<file path="src/rtl/pwrcal_pkg.sv">
package pwrcal_pkg;
  localparam int DEF_SAMPLE_W = 24;
  localparam int DEF_GAIN_W   = 12;
  localparam int DEF_OFS_W    = 16;
  localparam int DEF_OFS_FRAC = 8;

  typedef enum logic {
    SEL_GAIN = 1'b0,
    SEL_OFS  = 1'b1
  } cfg_sel_e;
endpackage

</file>
<file path="src/rtl/pwrcal_coef.sv">
module pwrcal_coef
  import pwrcal_pkg::*;
#(
  parameter int GAIN_W = DEF_GAIN_W,
  parameter int OFS_W  = DEF_OFS_W
) (
  input  logic                     clk,
  input  logic                     rst,
  input  logic                     cfg_we,
  input  logic                     cfg_sel,
  input  logic [OFS_W-1:0]         cfg_data,
  output logic signed [GAIN_W-1:0] gain_q,
  output logic signed [OFS_W-1:0]  ofs_q
);
  always_ff @(posedge clk) begin
    if (rst) begin
      gain_q <= '0;
      ofs_q  <= '0;
    end else if (cfg_we) begin
      if (cfg_sel == SEL_GAIN) gain_q <= cfg_data[GAIN_W-1:0];
      else                     ofs_q  <= cfg_data;
    end
  end

  // coefficients only move on a write
  assert_coef_hold_R8: assert property (@(posedge clk) disable iff (rst)
    !cfg_we |=> ($stable(gain_q) && $stable(ofs_q)));
endmodule

</file>
<file path="src/rtl/pwrcal_offset_stage.sv">
module pwrcal_offset_stage
  import pwrcal_pkg::*;
#(
  parameter int SAMPLE_W = DEF_SAMPLE_W,
  parameter int GAIN_W   = DEF_GAIN_W,
  parameter int OFS_W    = DEF_OFS_W,
  parameter int OFS_FRAC = DEF_OFS_FRAC,
  localparam int SUM_W   = SAMPLE_W + OFS_FRAC + 1
) (
  input  logic                       clk,
  input  logic                       rst,
  input  logic                       in_vld,
  input  logic signed [SAMPLE_W-1:0] in_pwr,
  input  logic signed [GAIN_W-1:0]   gain_q,
  input  logic signed [OFS_W-1:0]    ofs_q,
  output logic                       s1_vld,
  output logic signed [SUM_W-1:0]    s1_sum,
  output logic signed [GAIN_W-1:0]   s1_gain
);
  logic signed [SUM_W-1:0] sum_d;

  always_comb begin
    sum_d = (SUM_W'(in_pwr) <<< OFS_FRAC) + SUM_W'(ofs_q);
  end

  always_ff @(posedge clk) begin
    if (rst) begin
      s1_vld  <= 1'b0;
      s1_sum  <= '0;
      s1_gain <= '0;
    end else begin
      s1_vld <= in_vld;
      if (in_vld) begin
        s1_sum  <= sum_d;
        s1_gain <= gain_q;
      end
    end
  end

  // every accepted sample enters the first stage
  assert_accept_R2: assert property (@(posedge clk) disable iff (rst)
    in_vld |=> s1_vld);
endmodule

</file>
<file path="src/rtl/pwrcal_scale_stage.sv">
module pwrcal_scale_stage
  import pwrcal_pkg::*;
#(
  parameter int SAMPLE_W  = DEF_SAMPLE_W,
  parameter int GAIN_W    = DEF_GAIN_W,
  parameter int OFS_FRAC  = DEF_OFS_FRAC,
  localparam int SUM_W    = SAMPLE_W + OFS_FRAC + 1,
  localparam int FAC_W    = GAIN_W + 2,
  localparam int PROD_W   = SUM_W + FAC_W,
  localparam int SHIFT    = OFS_FRAC + GAIN_W
) (
  input  logic                       clk,
  input  logic                       rst,
  input  logic                       s1_vld,
  input  logic signed [SUM_W-1:0]    s1_sum,
  input  logic signed [GAIN_W-1:0]   s1_gain,
  output logic                       out_vld,
  output logic signed [SAMPLE_W-1:0] out_pwr
);
  localparam logic signed [PROD_W-1:0] HALF =
    {{(PROD_W-1){1'b0}}, 1'b1} << (SHIFT - 1);
  localparam logic signed [PROD_W-1:0] SAT_MAX =
    {{(PROD_W-SAMPLE_W+1){1'b0}}, {(SAMPLE_W-1){1'b1}}};
  localparam logic signed [PROD_W-1:0] SAT_MIN =
    {{(PROD_W-SAMPLE_W+1){1'b1}}, {(SAMPLE_W-1){1'b0}}};

  logic signed [FAC_W-1:0]    factor;
  logic signed [PROD_W-1:0]   prod;
  logic signed [PROD_W-1:0]   rounded;
  logic signed [SAMPLE_W-1:0] clamped;

  always_comb begin
    factor  = $signed({2'b01, {GAIN_W{1'b0}}}) + $signed({{2{s1_gain[GAIN_W-1]}}, s1_gain});
    prod    = PROD_W'(s1_sum) * PROD_W'(factor);
    rounded = (prod + HALF) >>> SHIFT;
    if (rounded > SAT_MAX)      clamped = SAT_MAX[SAMPLE_W-1:0];
    else if (rounded < SAT_MIN) clamped = SAT_MIN[SAMPLE_W-1:0];
    else                        clamped = rounded[SAMPLE_W-1:0];
  end

  always_ff @(posedge clk) begin
    if (rst) begin
      out_vld <= 1'b0;
      out_pwr <= '0;
    end else begin
      out_vld <= s1_vld;
      if (s1_vld) out_pwr <= clamped;
    end
  end

  // positive factor, so the sign of the sum survives (no wrap)
  assert_no_wrap_pos_R7: assert property (@(posedge clk) disable iff (rst)
    (s1_vld && !s1_sum[SUM_W-1]) |=> !out_pwr[SAMPLE_W-1]);
  assert_no_wrap_neg_R7: assert property (@(posedge clk) disable iff (rst)
    (s1_vld && s1_sum[SUM_W-1]) |=> (out_pwr[SAMPLE_W-1] || out_pwr == '0));
  // zero gain and whole-LSB sum in range pass the integer part unchanged
  assert_unity_R3: assert property (@(posedge clk) disable iff (rst)
    (s1_vld && s1_gain == '0 && s1_sum[OFS_FRAC-1:0] == '0 &&
     s1_sum[SUM_W-1] == s1_sum[SUM_W-2])
    |=> out_pwr == $past(s1_sum[SUM_W-2:OFS_FRAC]));
  // output holds between results
  assert_hold_R9: assert property (@(posedge clk) disable iff (rst)
    !s1_vld |=> ($stable(out_pwr) && !out_vld));
endmodule

</file>
<file path="src/rtl/pwrcal_top.sv">
module pwrcal_top
  import pwrcal_pkg::*;
#(
  parameter int SAMPLE_W = DEF_SAMPLE_W,
  parameter int GAIN_W   = DEF_GAIN_W,
  parameter int OFS_W    = DEF_OFS_W,
  parameter int OFS_FRAC = DEF_OFS_FRAC,
  localparam int SUM_W   = SAMPLE_W + OFS_FRAC + 1
) (
  input  logic                       clk,
  input  logic                       rst,
  input  logic                       in_vld,
  input  logic signed [SAMPLE_W-1:0] in_pwr,
  input  logic                       cfg_we,
  input  logic                       cfg_sel,
  input  logic [OFS_W-1:0]           cfg_data,
  output logic                       out_vld,
  output logic signed [SAMPLE_W-1:0] out_pwr
);
  logic signed [GAIN_W-1:0] gain_q;
  logic signed [OFS_W-1:0]  ofs_q;
  logic                     s1_vld;
  logic signed [SUM_W-1:0]  s1_sum;
  logic signed [GAIN_W-1:0] s1_gain;

  pwrcal_coef #(.GAIN_W(GAIN_W), .OFS_W(OFS_W)) coef_i (
    .clk(clk), .rst(rst), .cfg_we(cfg_we), .cfg_sel(cfg_sel),
    .cfg_data(cfg_data), .gain_q(gain_q), .ofs_q(ofs_q));

  pwrcal_offset_stage #(.SAMPLE_W(SAMPLE_W), .GAIN_W(GAIN_W), .OFS_W(OFS_W),
                        .OFS_FRAC(OFS_FRAC)) ofs_i (
    .clk(clk), .rst(rst), .in_vld(in_vld), .in_pwr(in_pwr),
    .gain_q(gain_q), .ofs_q(ofs_q),
    .s1_vld(s1_vld), .s1_sum(s1_sum), .s1_gain(s1_gain));

  pwrcal_scale_stage #(.SAMPLE_W(SAMPLE_W), .GAIN_W(GAIN_W),
                       .OFS_FRAC(OFS_FRAC)) scl_i (
    .clk(clk), .rst(rst), .s1_vld(s1_vld), .s1_sum(s1_sum),
    .s1_gain(s1_gain), .out_vld(out_vld), .out_pwr(out_pwr));

  // strobe passes the second stage one cycle later, both ways
  assert_latency_hi_R2: assert property (@(posedge clk) disable iff (rst)
    s1_vld |=> out_vld);
  assert_latency_lo_R2: assert property (@(posedge clk) disable iff (rst)
    !s1_vld |=> !out_vld);
endmodule

</file>
<file path="config.mk">
export PLATFORM = sky130hd
export DESIGN_NAME = pwrcal_top
export DESIGN_NICKNAME = d
export VERILOG_FILES = /design/src/rtl/pwrcal_pkg.sv /design/src/rtl/pwrcal_coef.sv /design/src/rtl/pwrcal_offset_stage.sv /design/src/rtl/pwrcal_scale_stage.sv /design/src/rtl/pwrcal_top.sv
export SDC_FILE = /design/constraint.sdc
export NUM_CORES = 1
export LEC_CHECK = 0
export ABC_CLOCK_PERIOD_IN_PS = 9600
export BUFFER_PORTS_ARGS = -buffer_cell sky130_fd_sc_hd__buf_4
export CAP_MARGIN = 20
export CORE_UTILIZATION = 43
export CTS_CLUSTER_DIAMETER = 150
export CTS_CLUSTER_SIZE = 24
export DETAILED_ROUTE_END_ITERATION = 16
export PLACE_DENSITY = 0.6
export SLEW_MARGIN = 20
export SYNTH_ARGS = -nofsm -noshare
export SYNTH_HDL_FRONTEND = slang
export SYNTH_SLANG_ARGS = --single-unit
export TNS_END_PERCENT = 100
</file>
<file path="constraint.sdc">
create_clock -name clk -period 9.6 [get_ports clk]
set_clock_uncertainty 0.05 [all_clocks]
set_input_delay 0 -clock clk [delete_from_list [all_inputs] [get_ports clk]]
set_output_delay 0 -clock clk [all_outputs]
set_load 0.005 [all_outputs]
</file>
==> results.toml, run 1 <==
[outcome]
status = "finished, final reports clean"

[timing]
slew_headroom_pct = 36.5
worst_pin_slew_ps = 951
hold_viol = 0
drv_slew = 0
min_period_ps = 7970
max_freq_mhz = 125
period_share_pct = 83.0
setup_viol_count_final = 0
rsz0062_at_grt = "false"
finalSetupTns_ps = 0

[critical_path]
cp.required_ps = 9720
critical_path.max_fanout = 34
ff2ff_path_depth = 21
end_kind = "flop"
r2r_start = "ofs_i.s1_gain[7]"
rrSetupSlack_ps = 1630
cp_cell_sequence = "nand2_1 > fa_1 > fa_1 > fa_1 > inv_1 > fa_1 > fa_1 > inv_1 > fa_1 > inv_1 > ha_1 > a21oi_1 > nor2_1 > or4_4 > a211oi_4 > o31ai_4 > a21oi_4 > o31a_2 > xnor2_2 > o32ai_4 > a311oi_1"
cp-start-kind = "flop"
cpMostUsedCell = "fa_1"
worstSetupPathType = "reg2reg"
slowest_delay_ps = 910
cp_slowest_cell = "dfxtp_2"
arrival_ps = 8090
r2r-end = "scl_i.out_pwr[0]"

[synthesis]
async_flop_share_pct = 0
synth-main-ff-cell = "dfxtp_1"
post_synth_instance_area_mm2 = 0.0196
syn_area_per_cell_um2 = 8.64
synth_edf_count = 0
netlist_instances = 2270
synth_warnings = 0
synth.distinct_cells = 71
synthesis.nets = 2833
yosysSeqAreaShare_pct = 10.1
ys_seq_elements = 99

[clock_tree]
clockBufferDepth = 2
clk-insertion-delay-late_ps = 350
postCtsHoldBufs = 16
path_clk_slew_ps = 70
postCtsSetupBuffers = 0
cts_tree = "built"
cts_sinks = 99
ctsResizeCount = 0
cts_made_buffers = 9
cts_root_buf = "clkbuf_16"
htree_num_levels = 3

[place]
hpwl_mm = 39.2
portBuffers = 69
dp.cells = 2794
gp_congestion = 0.914

[finish]
drive_gt1_share_pct = 6.58
fin_cells = 2826
fillers = 4276
most-common-layout-cells = "inv_1, fa_1, nand2_1"
multi_input_area_mm2 = 0.0152
mostFrequentLayoutCell = "inv_1"
antennaDiodeCount = 0
fin_nets = 2792
seqCellArea_mm2 = 0.00199
area_delta_synth_final_pct = 6.06

[global_routing]
grt_pass1_vias = 15900
grt_use_total_pct = 22.7
antenna_found_initial = 0
grt_pass1_wl_mm = 83.5
grt_overflow = 0
grt_start_max_net_pins = 116

[die]
rows = 77
dieWidth_um = 216
start_util_pct = 44.0
dieArea_mm2 = 0.0465
core_mm2 = 0.0446
design.portCount = 70
die_h_um = 216

[run]
cap_viol_max_count = 0

[routing]
dr.first_iter.drc_count = 917
ant_nets = 0
first_pass_iters = 5
detail_route.vias_per_cell = 5.17
vias = 14600
drc = 0
wirelength_mm = 50.2
wl_per_cell_um = 17.8

[hold_path]
holdPathStages = 4
worstHoldStart = "in_pwr[0]"
worstHoldEndpoint = "ofs_i.s1_sum[8]"
min_path_type = "in2reg"

[power]
peakVddDrop_mv = 0.0869
cellPowerDensity_mw_per_mm2 = 65.5
p_leak_nw = 10.4
-- report_power, final --
group | total [W] | internal, W | switching, W
combinational | 0.000477 | 0.000204 | 0.000274
sequential | 0.000526 | 0.000442 | 0.0000839
clock | 0.000359 | 0.000182 | 0.000177
total | 0.00136 | 0.000827 | 0.000535
-- logic make-up (layout without fill, tap and decap cells) --
group / count (synthesis) / after routing / share of synthesized area (%)
and+or+nand+nor: 668 / 668 / 16.3
buffers and inverters: 638 / 602 / 12.4
adders and majority gates: 518 / 518 / 46.8
AOI/OAI and AO/OA: 224 / 224 / 8.06
DFF: 99 / 99 / 10.1
muxes: 68 / 68 / 3.65
xor gates and xnor gates: 54 / 54 / 2.58
other: 1 / 1 / 0.0191
-- through the flow --
step / hold WS (ps) / setup WS [ps] / area [µm²] / power [W] / util [%]
2_1_floorplan: 86.0 / 2880 / 19600 / 0.000837 / -
3_3_place_gp: 204 / 1880 / 20300 / 0.000998 / 45.6
3_5_place_dp: 216 / 1720 / 20300 / 0.00101 / 45.6
4_1_cts: 18.9 / 1670 / 20800 / 0.00137 / 46.6
5_1_grt: 36.1 / 1250 / 20800 / 0.00145 / 46.6
6_report: 8.45 / 1630 / 20800 / 0.00136 / 46.6
-- cells in the mapped netlist (3+ instances only) --
cell       count  share of area (%)
inv_1        495                9.5
fa_1         360                 37
nand2_1      292                5.6
and2_1       182                5.8
ha_1         158                 10
clkbuf_1     127                2.4
nor2_1       102                2.0
dfxtp_1       99                 10
a21oi_1       77                2.0
mux2i_1       40                2.0
xnor2_1       38                1.7
mux2_2        28                1.6
a21o_1        24               0.92
o21ai_0       23               0.59
or3_1         17               0.54
nand4_1       14               0.45
nand2b_1      13               0.41
o32ai_1       13               0.58
xor2_1        13               0.58
nand3_1       11               0.28
nor3_1        11               0.28
o21bai_1      11               0.42
a311oi_1       9               0.40
a31oi_1        8               0.26
buf_1          8               0.15
o31ai_1        8               0.31
a211oi_1       6               0.23
and3_1         6               0.19
nor2b_1        6               0.19
buf_6          4               0.23
o211ai_1       4               0.15
o21ai_1        4               0.10
a2111oi_0      3               0.13
a211o_1        3               0.13
buf_2          3              0.077
o2111ai_1      3               0.13
-- worst max-delay path: cells and delay by family, from the launching register on --
family | cells | cell delay (ps)
AO/OA/AOI/OAI | 7 | 2210
XOR/XNOR | 1 | 200
adder cells (fa/ha/maj) | 7 | 3520
buffers and inverters | 3 | 160
flip-flops | 1 | 910
AND/OR/NAND/NOR | 3 | 730
-- sequential cells by signal (all words and copies together), names as in the netlist --
name	count
coef_i.ofs_q	16
ofs_i.s1_sum	33
coef_i.gain_q	12
scl_i.out_vld	1
ofs_i.s1_gain	12
scl_i.out_pwr	24
ofs_i.s1_vld	1
-- metal layers --
layer	GRT usage, %	wire (µm)	up-vias
met3	1.85	1700	84
li1	-	-	6795
met4	5.98	1210	0
met5	0	0	-
met2	41.5	26000	298
met1	28.6	21300	7440
-- worst max path at each step --
stage,from,end,slack (ps),depth (start not counted)
floorplan,ofs_i.s1_gain[5],scl_i.out_pwr[10],2880,24
global placement,ofs_i.s1_gain[6],scl_i.out_pwr[6],1880,21
detailed placement,ofs_i.s1_gain[7],scl_i.out_pwr[0],1720,21
CTS,ofs_i.s1_gain[7],scl_i.out_pwr[0],1670,21
global route,ofs_i.s1_gain[8],scl_i.out_pwr[1],1250,22
finish,ofs_i.s1_gain[7],scl_i.out_pwr[0],1630,21
-- layout make-up --
| cell class | count | share of cell area, % |
|---|---|---|
| Inverter | 495 | 8.94 |
| Clock buffer | 10 | 1.10 |
| Sequential cell | 99 | 9.58 |
| Tap cell | 592 | 3.56 |
| Multi-Input combinational cell | 1533 | 73.1 |
| Clock inverter | 6 | 0.265 |
| Timing Repair Buffer | 91 | 3.50 |
No activity file was read; power rests on OpenSTA's default activity.
==> inputs of run 2 (changes only) <==
Settings changed: ABC_CLOCK_PERIOD_IN_PS 9600 to 7320, PLACE_DENSITY 0.6 to 0.62.
Clock period 9.6 ns to 7.32 ns, I/O delays scaled along.
==> run 2 against run 1 <==
  * Setup slack got worse by 1400 ps
  * Global-route usage decreased by 0.31 points
  * Register-to-register slack got worse by 1400 ps
  * Cell count increased by 2.9%
  * Largest power group is now combinational cells
  * Critical path depth increased by 3
  * Cell area increased by 3.8%
  * Wire length decreased by 0.41%
==> results.toml, run 2 (synthesized netlist as in run 1, its figures left out) <==
[outcome]
status = "finished, final reports clean"

[finish]
top_regs = "ofs_i.s1_sum: 33 flops, scl_i.out_pwr: 24 flops, coef_i.ofs_q: 16 flops"
seqCellArea_mm2 = 0.00200
mostFrequentLayoutCell = "inv_1"
fin_nets = 2873
fillers = 4267
top_register = "ofs_i.s1_sum"
multi_input_area_mm2 = 0.0152
most-common-layout-cells = "inv_1, fa_1, nand2_1"
largest_register_ffs = 33
antennaDiodeCount = 0
drive_gt1_share_pct = 10.2
area_delta_synth_final_pct = 10.1
fin_cells = 2907
final_cell_area_mm2 = 0.0216

[power]
seqPwrFrac_pct = 34.8
power.internal_w = 0.00116
power.switching_w = 0.000723
p_leak_nw = 10.9
peakVddDrop_mv = 0.131
cellPowerDensity_mw_per_mm2 = 87.4
pwr-share-comb_pct = 37.3
clkPwrFrac_pct = 27.9
switching_share_pct = 38.3

[clock_tree]
cts_tree = "built"
cts_sinks = 99
clockBufferDepth = 2
clk-insertion-delay-late_ps = 360
cts_made_buffers = 9
cts_root_buf = "clkbuf_16"
path_clk_slew_ps = 80
htree_num_levels = 3

[routing]
first_pass_iters = 5
wirelength_mm = 50.0
detail_route.vias_per_cell = 5.14
drc = 0
vias = 14900
wl_per_cell_um = 17.2
ant_nets = 0
dr.first_iter.drc_count = 758

[place]
hpwl_mm = 40.9
portBuffers = 69
dp.cells = 2873
dpl_cell_area_mm2 = 0.0210
gp_congestion = 0.901

[run]
cap_viol_max_count = 0

[timing]
drv_slew = 0
worst_pin_slew_ps = 999
hold_viol = 0
max_freq_mhz = 142
period_share_pct = 96.3
slew_headroom_pct = 33.3
setup_viol_count_final = 0
min_period_ps = 7050

[global_routing]
grt_use_total_pct = 22.4
grt_start_max_net_pins = 73
grt_overflow = 0
antenna_found_initial = 0
grt_pass1_vias = 16100
grt_pass1_wl_mm = 83.2

[critical_path]
slowest_delay_ps = 580
cp-start-kind = "flop"
cp_cell_sequence = "buf_12 > nand2_1 > fa_1 > fa_1 > fa_1 > inv_1 > fa_1 > fa_1 > inv_1 > fa_1 > inv_1 > ha_1 > nand3_1 > nor3b_1 > or4_4 > a211oi_4 > buf_4 > o31ai_4 > a21oi_4 > o31a_2 > xnor2_4 > buf_4 > nand4_1 > a311oi_2"
arrival_ps = 7260
worstSetupPathType = "reg2reg"
cp_slowest_cell = "fa_1"
cpMostUsedCell = "fa_1"
end_kind = "flop"
cp.required_ps = 7530
critical_path.max_fanout = 17

[die]
start_util_pct = 44.0
dieWidth_um = 216
rows = 77
core_mm2 = 0.0446
die_h_um = 216
dieArea_mm2 = 0.0465
design.portCount = 70

[hold_path]
min_path_type = "in2reg"
==> run 2: critical path, delay by kind of cell, from the launching register on <==
family	cells	cell delay, ps
AO/OA/AOI/OAI	5	1180
XOR/XNOR	1	240
flip-flops	1	420
adder cells (fa/ha/maj)	7	3550
buffers and inverters	6	740
AND/OR/NAND/NOR	5	760
==> run 2: cell type report <==
class	instances	share of cell area (%)
Clock buffer	9	1.04
Multi-Input combinational cell	1533	70.6
Sequential cell	99	9.28
Inverter	495	8.61
Timing Repair Buffer	172	6.62
Tap cell	592	3.43
Clock inverter	7	0.441
==> run 2: through the flow <==
step | hold WS, ps | util [%] | worst slack, ps | power (W) | TNS (ps)
3_5_place_dp | 215 | 47.1 | 182 | 0.00136 | 0
2_1_floorplan | 86.0 | - | 595 | 0.00110 | 0
5_1_grt | 30.7 | 48.4 | -29.2 | 0.00200 | -85.4
3_3_place_gp | 206 | 47.1 | 291 | 0.00135 | 0
6_report | 17.4 | 48.4 | 273 | 0.00189 | 0
4_1_cts | 14.9 | 48.2 | 186 | 0.00189 | 0
==> run 2: worst paths after layout <==
| kind | start | end | slack, ps | cells past startpoint |
|---|---|---|---|---|
| worst min-delay path | in_pwr[0] | ofs_i.s1_sum[8] | 20 | 4 |
| worst max register to register | ofs_i.s1_gain[5] | scl_i.out_pwr[12] | 270 | 24 |
| worst min register to register | coef_i.ofs_q[2] | coef_i.ofs_q[2] | 410 | 2 |
| worst max-delay path | ofs_i.s1_gain[5] | scl_i.out_pwr[12] | 270 | 24 |
==> run 2: power groups by stage <==
stage / clock [W] / combinational, W / sequential, W
final: 0.000526 / 0.000705 / 0.000656
after global placement: 0 / 0.000683 / 0.000665
after floorplan: 0 / 0.000482 / 0.000617
after detailed placement: 0 / 0.000694 / 0.000667
after global routing: 0.000551 / 0.000788 / 0.000661
after CTS: 0.000533 / 0.000706 / 0.000655
==> run 2: routing by layer <==
layer | up-vias | GRT usage, % | wire length [µm]
met3 | 58 | 1.51 | 1500
met4 | 0 | 4.85 | 854
met2 | 300 | 42.7 | 27000
li1 | 6955 | - | -
met5 | - | 0 | 0
met1 | 7620 | 27.3 | 20600
==> run 2: what timing repair did <==
action,4_1_cts,5_1_grt
hold endpoints to repair,28,0
gates resized for setup,0,21
buffers inserted,0,1
hold buffers,16,0
setup endpoints to repair,0,24
==> inputs of run 3 (changes only) <==
Settings changed: ABC_AREA set to 1, CORE_ASPECT_RATIO set to 2.
==> run 3 against run 2 <==
  * Clock power increased by 2%
  * Largest power group unchanged
  * Sequential share of layout area is 0.43 points lower
  * Synthesized area increased by 6.7%
  * Register-to-register slack gained 240 ps
  * Synthesized cell count up 30%
  * Flip-flop and latch count unchanged
  * Highest routed layer unchanged
==> results.toml, run 3 <==
[timing]
slew_headroom_pct = 38.2
hold_viol = 0
period_share_pct = 92.9
max_freq_mhz = 147
min_period_ps = 6800
drv_slew = 0
setup_viol_count_final = 0
finalSetupTns_ps = 0
worst_pin_slew_ps = 927
rsz0062_at_grt = "false"

[synthesis]
yosys-top-cells-count = "inv_1, nand2_1, fa_1, nor2_1, ha_1"
yosys.area_share.xor_xnor_pct = 1.51
synth.distinct_cells = 42
synth_compound_area_share_pct = 7.87
ys_top_cells_by_area = "fa_1, inv_1, nand2_1"
yosysTopAreaCellShare_pct = 34.4
synthesis.nets = 3514
synth_mux_area_share_pct = 0
synth_fa_ha_area_share_pct = 43.9
synth_warnings = 0
synth-main-ff-cell = "dfxtp_1"
yosysSeqAreaShare_pct = 9.47
ys_seq_elements = 99
yosys.area_share.simple_pct = 19.6
post_synth_instance_area_mm2 = 0.0209
synth_top_cell_by_area = "fa_1"
synth.most_common_cell = "inv_1"
synth_top_family_by_area = "adder cells"
syn_area_per_cell_um2 = 7.09
netlist_instances = 2951
async_flop_share_pct = 0
synth_edf_count = 0

[routing]
first_pass_iters = 5
detail_route.vias_per_cell = 4.95
wl_per_cell_um = 17.1
vias = 17700
dr.first_iter.drc_count = 905
drc = 0
wirelength_mm = 61.2
ant_nets = 0

[critical_path]
arrival_ps = 7070
critical_path.max_fanout = 23
end_kind = "flop"
cp-start-kind = "flop"
worstSetupPathType = "reg2reg"
cp.required_ps = 7590

[power]
finalPower_w = 0.00363
p_leak_nw = 13.1
peakVddDrop_mv = 0.135
cellPowerDensity_mw_per_mm2 = 162

[place]
portBuffers = 69
hpwl_mm = 51.5
gp_congestion = 0.952

[finish]
top_regs = "ofs_i.s1_sum: 33 flops, scl_i.out_pwr: 24 flops, coef_i.ofs_q: 16 flops"
fillers = 5121
fin_nets = 3503
most-common-layout-cells = "inv_1, nand2_1, fa_1"
utilization_pct = 46.5
mostFrequentLayoutCell = "inv_1"
area_delta_synth_final_pct = 7.14
largest_register_ffs = 33
top_register = "ofs_i.s1_sum"
drive_gt1_share_pct = 5.53

[die]
dieArea_mm2 = 0.0496
core_mm2 = 0.0482
die_h_um = 314
start_util_pct = 43.4
dieWidth_um = 158
rows = 114
design.portCount = 70

[clock_tree]
cts_made_buffers = 9
path_clk_slew_ps = 90
cts_root_buf = "clkbuf_16"
postCtsSetupBuffers = 0
cts_sinks = 99
clk-insertion-delay-late_ps = 410
postCtsHoldBufs = 18
htree_num_levels = 3
cts_tree = "built"
clockBufferDepth = 2
ctsResizeCount = 0

[run]
cap_viol_max_count = 0

[hold_path]
min_path_type = "in2reg"

[outcome]
status = "finished, final reports clean"

[global_routing]
grt_pass1_wl_mm = 98.8
antenna_found_initial = 1
grt_pass1_vias = 19300
grt_start_max_net_pins = 60
grt_use_total_pct = 26.5
grt_overflow = 0
==> run 3: power by group <==
part | internal (W) | total [W] | switching, W
sequential | 0.000589 | 0.000699 | 0.000110
clock | 0.000249 | 0.000535 | 0.000287
combinational | 0.000839 | 0.00239 | 0.00155
total | 0.00168 | 0.00363 | 0.00195
==> run 3: final timing paths <==
kind,end,from,cells after the start,slack [ps]
worst max-delay path,scl_i.out_pwr[8],ofs_i.s1_gain[7],26,520
worst min-delay path,ofs_i.s1_sum[9],in_vld,2,20
worst max register to register,scl_i.out_pwr[8],ofs_i.s1_gain[7],26,520
worst min register to register,ofs_i.s1_gain[7],coef_i.gain_q[7],2,430
==> run 3: per-stage QoR <==
step	hold WS (ps)	worst slack [ps]	instance area [µm²]	cells
floorplan	84.9	1180	20900	2951
global placement	184	578	21900	3549
detailed placement	190	604	21900	3549
CTS	18.2	560	22400	3583
global route	31.2	97.2	22400	3583
finish	16.8	517	22400	3584
==> run 3: critical path, cell delays in order (launching register included) <==
cell	delay, ps
dfxtp_1	750
buf_4	360
nand2_1	100
fa_1	500
fa_1	530
inv_1	60
fa_1	550
fa_1	440
fa_1	500
inv_1	50
fa_1	530
inv_1	70
ha_1	420
nand2_1	100
inv_1	90
nand2_2	80
nor2_1	140
nand3_1	160
nor2_1	120
nand2_1	100
nand3_1	120
nand2_1	60
nand2_1	80
nand3_2	100
nand2_2	360
nand2_1	130
a21oi_2	160
==> run 3: metal layers <==
metal  up-vias  global-route usage, %  routed length [µm]
li1       8494                      -                   -
met4         0                   17.7                4370
met3       179                   1.98                1610
met2       397                   53.0               35300
met1      8653                   24.7               19900
met5         -                      0                   0
==> run 3: cell type report <==
| type | instances | area (µm²) | share of cell area, % |
|---|---|---|---|
| multi-input cells | 1880 | 15300 | 68.1 |
| inverters | 834 | 3130 | 14.0 |
| clock inverters | 7 | 88.8 | 0.396 |
| flip-flops and latches | 99 | 1980 | 8.85 |
| repair buffers | 116 | 928 | 4.14 |
| well taps | 638 | 798 | 3.56 |
| diodes | 1 | 2.50 | 0.0112 |
| clock buffers | 9 | 225 | 1.00 |
==> run 3: cells by family (layout without fill, tap and decap cells) <==
kind of cell / count (synthesis) / in the layout
other: 1 / 2
flip-flops: 99 / 99
AND/OR/NAND/NOR: 1034 / 1034
buffers and inverters: 972 / 966
adder cells (fa/ha/maj): 518 / 518
XOR/XNOR: 36 / 36
AO/OA/AOI/OAI: 291 / 291
